$ cat config.mk
export PLATFORM = sky130hd
export DESIGN_NAME = deferred_fault_regfile
export DESIGN_NICKNAME = d
export VERILOG_FILES = /design/src/rtl/dfr_pkg.sv /design/src/rtl/dfr_write_ctl.sv /design/src/rtl/dfr_storage.sv /design/src/rtl/dfr_event_gen.sv /design/src/rtl/deferred_fault_regfile.sv
export SDC_FILE = /design/constraint.sdc
export NUM_CORES = 1
export LEC_CHECK = 0
export BUFFER_PORTS_ARGS = -buffer_cell sky130_fd_sc_hd__buf_2
export CORE_MARGIN = 8
export CORE_UTILIZATION = 41
export CTS_CLUSTER_DIAMETER = 150
export DETAILED_ROUTE_END_ITERATION = 7
export PLACE_DENSITY = 0.55
export SLEW_MARGIN = 30
export SYNTH_ARGS = -nofsm -noshare
export SYNTH_HDL_FRONTEND = slang
export SYNTH_SLANG_ARGS = --single-unit
$ cat constraint.sdc
create_clock -name clk -period 17.71 [get_ports clk]
set_clock_uncertainty 0.05 [all_clocks]
set_input_delay 3.542 -clock clk [delete_from_list [all_inputs] [get_ports clk]]
set_output_delay 3.542 -clock clk [all_outputs]
set_load 0.01 [all_outputs]
$ cat src/rtl/dfr_pkg.sv
package dfr_pkg;
  typedef enum logic [1:0] {
    WR_NONE   = 2'd0,
    WR_STORE  = 2'd1,
    WR_POISON = 2'd2,
    WR_TRAP   = 2'd3
  } wr_kind_e;
endpackage

$ cat src/rtl/dfr_write_ctl.sv
module dfr_write_ctl
  import dfr_pkg::*;
(
  input  logic     wr_en,
  input  logic     wr_spec,
  input  logic     wr_fault,
  input  logic     wr_fatal,
  output wr_kind_e kind
);
  always_comb begin
    kind = WR_NONE;
    if (wr_en) begin
      if (!wr_fault)                 kind = WR_STORE;
      else if (wr_spec && wr_fatal)  kind = WR_POISON;
      else                           kind = WR_TRAP;
    end
  end
endmodule

$ cat src/rtl/dfr_storage.sv
module dfr_storage
  import dfr_pkg::*;
#(
  parameter int NUM_REGS = 16,
  parameter int DATA_W   = 32,
  localparam int IDX_W   = $clog2(NUM_REGS)
) (
  input  logic                             clk,
  input  logic                             rst_n,
  input  wr_kind_e                         kind,
  input  logic [IDX_W-1:0]                 wr_idx,
  input  logic [DATA_W-1:0]                wr_data,
  output logic [NUM_REGS-1:0][DATA_W-1:0]  data_q,
  output logic [NUM_REGS-1:0]              pois_q
);
  logic [NUM_REGS-1:0][DATA_W-1:0] data_d;
  logic [NUM_REGS-1:0]             pois_d;
  logic [NUM_REGS-1:0]             data_ce;
  logic [NUM_REGS-1:0]             pois_ce;

  for (genvar i = 0; i < NUM_REGS; i++) begin : g_entry
    logic hit;
    assign hit = (wr_idx == IDX_W'(i));

    always_comb begin
      data_ce[i] = hit && (kind == WR_STORE);
      pois_ce[i] = hit && ((kind == WR_STORE) || (kind == WR_POISON));
      data_d[i]  = wr_data;
      pois_d[i]  = (kind == WR_POISON);
    end

    always_ff @(posedge clk or negedge rst_n) begin
      if (!rst_n) begin
        data_q[i] <= '0;
      end else if (data_ce[i]) begin
        data_q[i] <= data_d[i];
      end
    end

    always_ff @(posedge clk or negedge rst_n) begin
      if (!rst_n) begin
        pois_q[i] <= 1'b0;
      end else if (pois_ce[i]) begin
        pois_q[i] <= pois_d[i];
      end
    end
  end

  assert_store_clears_R2: assert property (@(posedge clk) disable iff (!rst_n)
    (kind == WR_STORE) |=> (!pois_q[$past(wr_idx)] && data_q[$past(wr_idx)] == $past(wr_data)));

  assert_poison_keeps_data_R3: assert property (@(posedge clk) disable iff (!rst_n)
    (kind == WR_POISON) |=> (pois_q[$past(wr_idx)] && data_q[$past(wr_idx)] == $past(data_q[wr_idx])));

  assert_trap_no_update_R4: assert property (@(posedge clk) disable iff (!rst_n)
    (kind == WR_TRAP) |=> ($stable(pois_q) && $stable(data_q)));
endmodule

$ cat src/rtl/dfr_event_gen.sv
module dfr_event_gen #(
  parameter int NUM_REGS = 16,
  localparam int IDX_W   = $clog2(NUM_REGS)
) (
  input  logic             clk,
  input  logic             rst_n,
  input  logic             rd0_hit,
  input  logic [IDX_W-1:0] rd0_idx,
  input  logic             rd1_hit,
  input  logic [IDX_W-1:0] rd1_idx,
  input  logic             chk_en,
  input  logic             chk_poison,
  input  logic [IDX_W-1:0] chk_idx,
  input  logic             trap_req,
  input  logic [IDX_W-1:0] wr_idx,
  output logic             exc_valid,
  output logic [IDX_W-1:0] exc_idx,
  output logic             recov_req,
  output logic [IDX_W-1:0] recov_idx,
  output logic             trap_valid,
  output logic [IDX_W-1:0] trap_idx
);
  logic             exc_d, recov_d;
  logic [IDX_W-1:0] exc_idx_d;

  always_comb begin
    exc_d     = rd0_hit || rd1_hit;
    exc_idx_d = rd0_hit ? rd0_idx : rd1_idx;
    recov_d   = chk_en && chk_poison;
  end

  always_ff @(posedge clk or negedge rst_n) begin
    if (!rst_n) begin
      exc_valid  <= 1'b0;
      recov_req  <= 1'b0;
      trap_valid <= 1'b0;
    end else begin
      exc_valid  <= exc_d;
      recov_req  <= recov_d;
      trap_valid <= trap_req;
    end
  end

  always_ff @(posedge clk or negedge rst_n) begin
    if (!rst_n) begin
      exc_idx <= '0;
    end else if (exc_d) begin
      exc_idx <= exc_idx_d;
    end
  end

  always_ff @(posedge clk or negedge rst_n) begin
    if (!rst_n) begin
      recov_idx <= '0;
    end else if (recov_d) begin
      recov_idx <= chk_idx;
    end
  end

  always_ff @(posedge clk or negedge rst_n) begin
    if (!rst_n) begin
      trap_idx <= '0;
    end else if (trap_req) begin
      trap_idx <= wr_idx;
    end
  end

  assert_recov_needs_check_R8: assert property (@(posedge clk) disable iff (!rst_n)
    recov_req |-> ($past(chk_en) && recov_idx == $past(chk_idx)));

  assert_port0_wins_R7: assert property (@(posedge clk) disable iff (!rst_n)
    (rd0_hit && rd1_hit) |=> (exc_valid && exc_idx == $past(rd0_idx)));
endmodule

$ cat src/rtl/deferred_fault_regfile.sv
module deferred_fault_regfile
  import dfr_pkg::*;
#(
  parameter int NUM_REGS = 16,
  parameter int DATA_W   = 32,
  localparam int IDX_W   = $clog2(NUM_REGS)
) (
  input  logic              clk,
  input  logic              rst_n,
  input  logic              wr_en,
  input  logic [IDX_W-1:0]  wr_idx,
  input  logic [DATA_W-1:0] wr_data,
  input  logic              wr_spec,
  input  logic              wr_fault,
  input  logic              wr_fatal,
  input  logic              rd0_en,
  input  logic              rd0_spec,
  input  logic [IDX_W-1:0]  rd0_idx,
  output logic [DATA_W-1:0] rd0_data,
  output logic              rd0_poison,
  input  logic              rd1_en,
  input  logic              rd1_spec,
  input  logic [IDX_W-1:0]  rd1_idx,
  output logic [DATA_W-1:0] rd1_data,
  output logic              rd1_poison,
  input  logic              chk_en,
  input  logic [IDX_W-1:0]  chk_idx,
  output logic              trap_valid,
  output logic [IDX_W-1:0]  trap_idx,
  output logic              exc_valid,
  output logic [IDX_W-1:0]  exc_idx,
  output logic              recov_req,
  output logic [IDX_W-1:0]  recov_idx
);
  logic [1:0] rst_sync;
  logic       rst_core_n;

  always_ff @(posedge clk or negedge rst_n) begin
    if (!rst_n) rst_sync <= 2'b00;
    else        rst_sync <= {rst_sync[0], 1'b1};
  end
  assign rst_core_n = rst_sync[1];

  wr_kind_e                        kind;
  logic [NUM_REGS-1:0][DATA_W-1:0] data_q;
  logic [NUM_REGS-1:0]             pois_q;
  logic                            rd0_hit, rd1_hit;

  dfr_write_ctl u_wctl (
    .wr_en    (wr_en),
    .wr_spec  (wr_spec),
    .wr_fault (wr_fault),
    .wr_fatal (wr_fatal),
    .kind     (kind)
  );

  dfr_storage #(.NUM_REGS(NUM_REGS), .DATA_W(DATA_W)) u_store (
    .clk     (clk),
    .rst_n   (rst_core_n),
    .kind    (kind),
    .wr_idx  (wr_idx),
    .wr_data (wr_data),
    .data_q  (data_q),
    .pois_q  (pois_q)
  );

  always_comb begin
    rd0_data   = data_q[rd0_idx];
    rd0_poison = pois_q[rd0_idx];
    rd1_data   = data_q[rd1_idx];
    rd1_poison = pois_q[rd1_idx];
    rd0_hit    = rd0_en && !rd0_spec && rd0_poison;
    rd1_hit    = rd1_en && !rd1_spec && rd1_poison;
  end

  dfr_event_gen #(.NUM_REGS(NUM_REGS)) u_evt (
    .clk        (clk),
    .rst_n      (rst_core_n),
    .rd0_hit    (rd0_hit),
    .rd0_idx    (rd0_idx),
    .rd1_hit    (rd1_hit),
    .rd1_idx    (rd1_idx),
    .chk_en     (chk_en),
    .chk_poison (pois_q[chk_idx]),
    .chk_idx    (chk_idx),
    .trap_req   (kind == WR_TRAP),
    .wr_idx     (wr_idx),
    .exc_valid  (exc_valid),
    .exc_idx    (exc_idx),
    .recov_req  (recov_req),
    .recov_idx  (recov_idx),
    .trap_valid (trap_valid),
    .trap_idx   (trap_idx)
  );

  assert_nonspec_fault_traps_R4: assert property (@(posedge clk) disable iff (!rst_core_n)
    (wr_en && wr_fault && !wr_spec) |=> (trap_valid && trap_idx == $past(wr_idx)));

  assert_quiet_reads_R6: assert property (@(posedge clk) disable iff (!rst_core_n)
    (!(rd0_en && !rd0_spec) && !(rd1_en && !rd1_spec)) |=> !exc_valid);

  assert_used_poison_R5: assert property (@(posedge clk) disable iff (!rst_core_n)
    (rd0_en && !rd0_spec && rd0_poison) |=> (exc_valid && exc_idx == $past(rd0_idx)));

  assert_reset_quiet_R1: assert property (@(posedge clk)
    (!rst_core_n) |-> (!trap_valid && !exc_valid && !recov_req));
endmodule

==> impl_metrics.yaml, run 1 <==
grt:
  grt_pass1_vias: 18010
  grt_start_max_net_pins: 184
  overflow: 0
  groute.usage.overall_pct: 20.20
  antenna_found_initial: 7
  grt_first_pass_wirelength_um: 119800
worst_setup_path:
  critPathKind: "in2out"
  start_kind: "primary input"
  reg2regPathDepth: 2
  slowest_delay_ps: 820
  worst_setup_path_end_kind: "output pin"
  crit_cells: 6
  path_delay_family: "buffers and inverters"
  required_ps: 14120
  critPathMaxFanout: 53
  path_common_cell: "mux4_2"
  worstPathArrival_ps: 6860
  slowest_stage: "buf_4"
  crit_chain: "buf_8, buf_4, buf_6, mux4_2, mux4_2, buf_2"
  cp.buffers_inverters: 4
yosys:
  synth_seq_cells: 545
  yosys.area_share.adder_pct: 0
  syn_avg_cell_area_um2: 16.90
  ys.warnings.count: 0
  synth_area_mm2: 0.02849
  synth_top_family_by_area: "multiplexers"
  yosysSeqAreaShare_pct: 47.87
  synthMuxAreaShare_pct: 47.02
  synth_area_leaders: "dfrtp_1, mux4_2, mux2_2, mux2_1, buf_2"
  synth_top_area_share_pct: 47.87
  synth_compound_area_share_pct: 0.8519
  syn_nets: 1745
  synth_area_leader_cell: "dfrtp_1"
  yosys.area_share.xor_xnor_pct: 0
  synthSimpleGateAreaFrac_pct: 1.405
  syn_inst: 1686
  ys_types: 38
sta:
  setup-violations-final: 0
  slew_headroom_pct: 34.07
  period_minus_slack_ps: 10450
  tns_ps: 0
  worstMarginPinSlew_ps: 988.9
  hold_slack_ps: 274.5
  rsz0062_at_grt: "false"
  final_hold_viol_count: 0
  min_period_over_period_pct: 58.99
  fmax_mhz: 95.72
  drv_slew: 0
drt:
  ant_nets: 0
  vias_per_cell: 5.981
  wl_per_cell_um: 28.33
  first_pass_iters: 4
  drt-total-wl_um: 77590
  vias: 16380
  drt_iter0_markers: 1180
  drc: 0
die:
  die-width_um: 279.6
  die-area_mm2: 0.07818
  start_util_pct: 41.47
  num_rows: 96
  core_mm2: 0.06871
  io_pins: 140
  die_h_um: 279.6
clocking:
  cts_setup_buffers: 0
  clock-sinks: 545
  ctsHoldBuffers: 0
  cts_buffers: 60
  cts_htree_levels: 2
  cts-root-buf: "clkbuf_16"
  clock_latency_ps: 610
  clkTransAtPathRegs_ps: 50
  cts_tree: "built"
  cts_buffer_depth: 3
  cts.repair.resized: 0
pwr:
  p_int_mw: 2.709
  powerDensity_mw_per_mm2: 115.2
  clockPowerShare_pct: 33.8
  seqPwrFrac_pct: 45.2
  p_sw_share_pct: 26.47
  ir_drop_mv: 0.06980
  power.leakage_nw: 13.84
  power.total_mw: 3.685
  pwr-share-comb_pct: 21.0
  switchingPower_uw: 975.4
placed_design:
  io_buffers: 139
  dp_hpwl_um: 44700
  place_congestion: 0.7522
cells_and_area:
  num-nets-final: 1820
  layout.cells.most_common: "dfrtp_1"
  area_delta_synth_final_pct: 12.24
  drive_above_1_share_pct: 57.67
  fin_util_pct: 46.55
  final_cell_mix: "dfrtp_1, mux2_2, mux4_2"
  fillers: 5963
run_status:
  status: "completed"
flow_run:
  maxCapViolCount: 0
worst_hold_path:
  hold_path_class: "reg2async"
==> worst register-to-register path: stages, from the launching register on <==
cell     delay, ps
dfrtp_4        780
buf_4          700
buf_6          700
==> Yosys cell counts <==
| cell type | number |
|---|---|
| a22o_1 | 9 |
| a22oi_1 | 1 |
| a2bb2oi_1 | 1 |
| a2bb2oi_2 | 1 |
| a31oi_1 | 3 |
| a32o_1 | 1 |
| and2b_1 | 2 |
| and3_1 | 2 |
| buf_1 | 21 |
| buf_2 | 59 |
| buf_4 | 7 |
| buf_6 | 11 |
| clkbuf_1 | 63 |
| clkinv_1 | 1 |
| conb_1 | 1 |
| dfrtp_1 | 545 |
| inv_1 | 5 |
| mux2_1 | 96 |
| mux2_2 | 422 |
| mux2i_1 | 11 |
| mux4_2 | 331 |
| nand2_1 | 31 |
| nand2b_1 | 7 |
| nand3_1 | 3 |
| nand3b_1 | 5 |
| nand4_1 | 1 |
| nor2_1 | 16 |
| nor2b_1 | 7 |
| nor3_1 | 3 |
| nor3_4 | 1 |
| nor4_2 | 1 |
| o21ai_0 | 8 |
| o21ai_1 | 3 |
| o21ai_2 | 1 |
| o2bb2ai_1 | 1 |
| o31ai_1 | 3 |
| o32ai_1 | 1 |
| or2_1 | 1 |
==> logic make-up after synthesis <==
kind of cell | count (synthesis)
flops | 545
mux | 860
buf+inv | 167
simple gates | 80
other cells | 1
compound gates | 33
==> cell type report <==
class / instances / area [um2] / share of cell area (%)
antenna: 3 / 7.507 / 0.02347
clock buffer: 94 / 1839 / 5.751
clock inverter: 12 / 125.1 / 0.3912
inverter: 6 / 23.77 / 0.07433
multi-input combinational: 974 / 14110 / 44.12
sequential: 545 / 13640 / 42.66
tap: 931 / 1165 / 3.642
timing repair buffer: 174 / 1069 / 3.341
==> routing by layer <==
layer	track usage [%]	up-vias	routed length (um)
met5	0	-	39
met4	4.961	6	1732
met3	3.453	109	3553
met2	32.63	335	37360
met1	28.43	9117	34910
li1	-	6814	-
==> state kept, by name, indices dropped and copies added (netlist names) <==
name,flops
u_evt.trap_valid,1
rst_sync,2
u_evt.recov_req,1
u_evt.recov_idx,4
u_evt.trap_idx,4
u_store.data_q,512
u_evt.exc_valid,1
u_store.pois_q,16
u_evt.exc_idx,4
==> power groups by stage <==
stage	clock network [mW]	registers, mW	logic [mW]
after global routing	1.33	1.70	0.833
after floorplan	0	1.65	0.583
after global placement	0	1.67	0.769
after detailed placement	0	1.69	0.784
final	1.24	1.67	0.775
after CTS	1.28	1.66	0.787
==> worst paths after layout <==
path / start / end / slack (ps)
worst max-delay path: rd1_idx[0] / rd1_data[0] / 7260
worst min-delay path: rst_sync[1] / u_store.data_q[175] / 270
worst max register to register: rst_sync[1] / u_evt.exc_idx[3] / 15490
worst min register to register: rst_sync[1] / u_store.data_q[175] / 270
max in group asynchronous: rst_n / rst_sync[1] / 14850
min in group clk: rst_sync[0] / rst_sync[1] / 300
==> through the flow <==
step,setup WS (ps),cells,area [um2]
after floorplan,1345,1686,28490
after global placement,6886,2628,29930
after detailed placement,6859,2629,29970
after CTS,6864,2735,31930
after global routing,6966,2737,31980
final,7263,2739,31980
Note: power is estimated with default switching activity, not from simulation.
==> run 2, diff against run 1 <==
--- a/config.mk
+++ b/config.mk
@@ -10,7 +10,7 @@
 export CORE_UTILIZATION = 41
 export CTS_CLUSTER_DIAMETER = 150
 export DETAILED_ROUTE_END_ITERATION = 7
-export PLACE_DENSITY = 0.55
+export PLACE_DENSITY = 0.57
 export SLEW_MARGIN = 30
 export SYNTH_ARGS = -nofsm -noshare
 export SYNTH_HDL_FRONTEND = slang
==> constraint.sdc (replaced) <==
create_clock -name clk -period 8.65 [get_ports clk]
set_clock_uncertainty 0.05 [all_clocks]
set_input_delay 1.73 -clock clk [delete_from_list [all_inputs] [get_ports clk]]
set_output_delay 1.73 -clock clk [all_outputs]
set_load 0.01 [all_outputs]
==> run 2 against run 1 <==
Against the previous run: core utilization hardly changed; combinational power is 110% higher; sequential power rose by 100%; largest power group unchanged.
==> impl_metrics.yaml, run 2 (synthesized netlist as in run 1, its figures left out) <==
run_status:
  status: "completed"
die:
  core_mm2: 0.06871
  die-width_um: 279.6
  die_h_um: 279.6
  start_util_pct: 41.47
  num_rows: 96
  die-area_mm2: 0.07818
  io_pins: 140
drt:
  vias_per_cell: 6.024
  vias: 16490
  drt_iter0_markers: 1133
  drc: 0
  ant_nets: 0
  drt-total-wl_um: 77660
  wl_per_cell_um: 28.37
  first_pass_iters: 4
worst_setup_path:
  critPathKind: "in2out"
  slowest_delay_ps: 580
  critPathMaxFanout: 68
  worstPathArrival_ps: 4230
  crit_start: "rd0_idx[0]"
  crit_chain: "buf_8, buf_12, mux4_2, mux4_2, buf_2"
  required_ps: 6870
  worst_setup_path_end_kind: "output pin"
  start_kind: "primary input"
  slowest_stage: "buf_8"
  timing.rr.start: "rst_sync[1]"
  path_common_cell: "mux4_2"
placed_design:
  dp.cells: 2631
  place_congestion: 0.7384
  pre_cts_slack_ps: 2564
  dp_hpwl_um: 44960
  io_buffers: 139
clocking:
  cts.repair.resized: 0
  cts_htree_levels: 2
  clock-sinks: 545
  cts_setup_buffers: 0
  cts_tree: "built"
  ctsHoldBuffers: 0
  cts_buffer_depth: 3
  cts_buffers: 60
  clock_latency_ps: 620
  clkTransAtPathRegs_ps: 60
  cts-root-buf: "clkbuf_16"
cells_and_area:
  ff_latch_area_mm2: 0.01364
  top_regs: "u_store.data_q x512, u_store.pois_q x16"
  top_register: "u_store.data_q"
  fillers: 6000
  fin_util_pct: 46.56
  largest_reg_flops: 512
  final_cell_mix: "dfrtp_1, mux2_2, mux4_2"
  multi_input_area_mm2: 0.01411
  drive_above_1_share_pct: 57.67
  layout.cells.most_common: "dfrtp_1"
  area_delta_synth_final_pct: 12.28
  num-nets-final: 1823
  final_cells: 2737
flow_run:
  maxCapViolCount: 0
pwr:
  powerDensity_mw_per_mm2: 236.3
  ir_drop_mv: 0.1550
  power.total_mw: 7.560
  power.leakage_nw: 13.85
grt:
  grt_pass1_vias: 17720
  antenna_found_initial: 3
  groute.usage.overall_pct: 20.01
  grt_start_max_net_pins: 176
  grt_first_pass_wirelength_um: 118200
  overflow: 0
sta:
  worstMarginPinSlew_ps: 1000
  rsz0062_at_grt: "false"
  final_hold_viol_count: 0
  layout_setup_ws_ps: 2636
  tns_ps: 0
  drv_slew: 0
  period_minus_slack_ps: 6014
  setup-violations-final: 0
  fmax_mhz: 166.3
  min_period_over_period_pct: 69.53
  slew_headroom_pct: 33.30
worst_hold_path:
  hold_path_class: "reg2reg"
  min_from: "rst_sync[0]"
run 2: worst paths after layout:
path                            slack [ps]  cells past startpoint             endpoint
worst max-delay path                  2640                      5         rd0_data[14]
worst min-delay path                   300                      0          rst_sync[1]
worst max register to register        6080                      2  u_store.data_q[250]
worst min register to register         300                      0          rst_sync[1]
max in group asynchronous             6080                      2  u_store.data_q[250]
min in group asynchronous              340                      0  u_store.data_q[336]
run 2: area by class of cell:
type	count	share of cell area [%]
multi-input combinational	974	44.10
sequential	545	42.64
clock buffer	84	5.319
tap	931	3.641
timing repair buffer	177	3.430
clock inverter	19	0.7822
inverter	6	0.07431
antenna	1	0.007822
run 2: critical path, delay by kind of cell:
family | cells | cell delay, ps
multiplexers | 2 | 1130
buffers and inverters | 3 | 1220
run 2: report_power, final:
group / switching, mW / internal, mW
registers: 0.353 / 3.05
clock network: 1.05 / 1.51
logic: 0.599 / 0.991
total: 2.01 / 5.55
run 2: metal layers:
metal,global-route usage [%],vias up,share of wire [%]
met3,3.578,122,4.9
met2,32.56,409,49
li1,-,6810,-
met1,27.79,9144,44
met4,5.067,2,2.4
met5,0,-,0.014
run 2: per-stage QoR:
step                      area [um2]  hold WS, ps
after floorplan                28500        281.2
final                          31990        302.8
after global routing           31990        326.6
after detailed placement       29980        293.6
after CTS                      31930        307.0
after global placement         29980        286.9
==> run 3, diff against run 2 <==
==> constraint.sdc (replaced) <==
create_clock -name clk -period 5.45 [get_ports clk]
set_clock_uncertainty 0.05 [all_clocks]
set_input_delay 1.09 -clock clk [delete_from_list [all_inputs] [get_ports clk]]
set_output_delay 1.09 -clock clk [all_outputs]
set_load 0.01 [all_outputs]
==> run 3 against run 2 <==
Against the previous run: combinational power rose by 60%; core utilization is 0.49 points higher; cell count rose by 0.80%; critical path depth stayed put; largest power group unchanged.
==> impl_metrics.yaml, run 3 (synthesized netlist as in run 1, its figures left out) <==
cells_and_area:
  fin_util_pct: 47.06
  layout.cells.most_common: "dfrtp_1"
  final_cell_mix: "dfrtp_1, mux2_2, mux4_2"
  area_delta_synth_final_pct: 13.47
  top_regs: "u_store.data_q x512, u_store.pois_q x16"
  drive_above_1_share_pct: 58.35
  top_register: "u_store.data_q"
  largest_reg_flops: 512
  num-nets-final: 1836
worst_setup_path:
  cp.buffers_inverters: 3
  critPathMaxFanout: 37
  path_common_cell: "mux4_2"
  crit_start: "rd0_idx[0]"
  timing.rr.start: "u_store.pois_q[12]"
  path_delay_family: "multiplexers"
  r2r_slack_ps: 3480
  worstPathArrival_ps: 3190
  critPathKind: "in2out"
  start_kind: "primary input"
  slowest_delay_ps: 550
  worst_setup_path_end_kind: "output pin"
  slowest_stage: "mux4_2"
  crit_chain: "buf_8, buf_4, mux4_2, mux4_2, buf_2"
  required_ps: 4310
die:
  die_h_um: 279.6
  io_pins: 140
  core_mm2: 0.06871
  start_util_pct: 41.47
  die-width_um: 279.6
  die-area_mm2: 0.07818
  num_rows: 96
sta:
  fmax_mhz: 231.0
  slew_headroom_pct: 38.29
  tns_ps: 0
  min_period_over_period_pct: 79.43
  final_hold_viol_count: 0
  worstMarginPinSlew_ps: 925.6
  rsz0062_at_grt: "false"
  period_minus_slack_ps: 4329
  setup-violations-final: 0
  drv_slew: 0
pwr:
  p_int_mw: 8.820
  power.leakage_nw: 14.04
  powerDensity_mw_per_mm2: 373.2
  seqPwrFrac_pct: 44.8
  ir_drop_mv: 0.2512
  pwr-share-comb_pct: 21.1
  p_sw_share_pct: 26.90
  clockPowerShare_pct: 34.0
  switchingPower_mw: 3.246
grt:
  grt_start_max_net_pins: 183
  grt_pass1_vias: 18100
  use_met2_pct: 33.34
  grt_first_pass_wirelength_um: 120800
  groute.usage.overall_pct: 20.29
  grt_util_met3_pct: 3.470
  top_usage_layer: "met2"
  antenna_found_initial: 5
  overflow: 0
  use_met1_pct: 28.24
drt:
  drt_iter0_markers: 1120
  wl_per_cell_um: 28.24
  first_pass_iters: 5
  drc: 0
  drt-total-wl_um: 77910
  vias: 16480
  ant_nets: 0
  vias_per_cell: 5.972
clocking:
  cts_tree: "built"
  cts_setup_buffers: 0
  cts_buffers: 61
  clock-sinks: 545
  cts-root-buf: "clkbuf_16"
  clkTransAtPathRegs_ps: 60
  cts_buffer_depth: 3
  cts.repair.resized: 0
  clock_latency_ps: 640
  ctsHoldBuffers: 0
  cts_htree_levels: 2
placed_design:
  dp_hpwl_um: 46720
  io_buffers: 139
  place_congestion: 0.7645
run_status:
  status: "completed"
flow_run:
  maxCapViolCount: 0
worst_hold_path:
  hold_path_class: "reg2async"
[run 3: metrics by stage]
stage                     power (mW)  cells  worst slack, ps  hold slack (ps)  area (um2)
after floorplan                7.231   1686            100.5            281.2       28500
after global routing           12.67   2758            986.1            168.7       32330
after global placement         7.953   2644             1072            210.8       30260
final                          12.07   2759             1121            192.9       32330
after detailed placement       8.059   2644             1069            211.4       30290
after CTS                      12.22   2757             1063            152.5       32300
[run 3: area by class of cell]
type,count,area (um2)
diodes,1,2.502
clock buffers,85,1757
clock inverters,28,255.2
fillers,5960,36370
inverters,6,23.77
multi-input cells,974,14130
flip-flops and latches,545,13640
well taps,931,1165
repair buffers,189,1351
[run 3: per-layer routing]
metal	share of wire, %	vias up
met5	0.035	-
met4	2.2	4
met3	4.6	115
met2	49	379
met1	44	9116
li1	-	6863
[run 3: worst paths after layout]
check / endpoint / cells past startpoint
worst max-delay path: rd0_data[17] / 5
worst min-delay path: u_store.data_q[79] / 0
worst max register to register: u_evt.exc_idx[0] / 5
worst min register to register: u_store.data_q[79] / 0
max in group asynchronous: u_evt.recov_idx[3] / 2
min in group clk: rst_sync[1] / 0
[run 3: power by group through the flow]
stage / registers [mW] / clock network (mW) / logic, mW
floorplan: 5.34 / 0 / 1.89
global placement: 5.42 / 0 / 2.53
detailed placement: 5.47 / 0 / 2.59
CTS: 5.40 / 4.21 / 2.60
global route: 5.53 / 4.40 / 2.74
finish: 5.41 / 4.11 / 2.55
[run 3: worst reg2reg max path, delay by kind of cell (launching register included)]
family,cells,cell delay [ps]
flip-flops,1,460
AO/OA/AOI/OAI,2,490
AND/OR/NAND/NOR,1,70
multiplexers,2,800
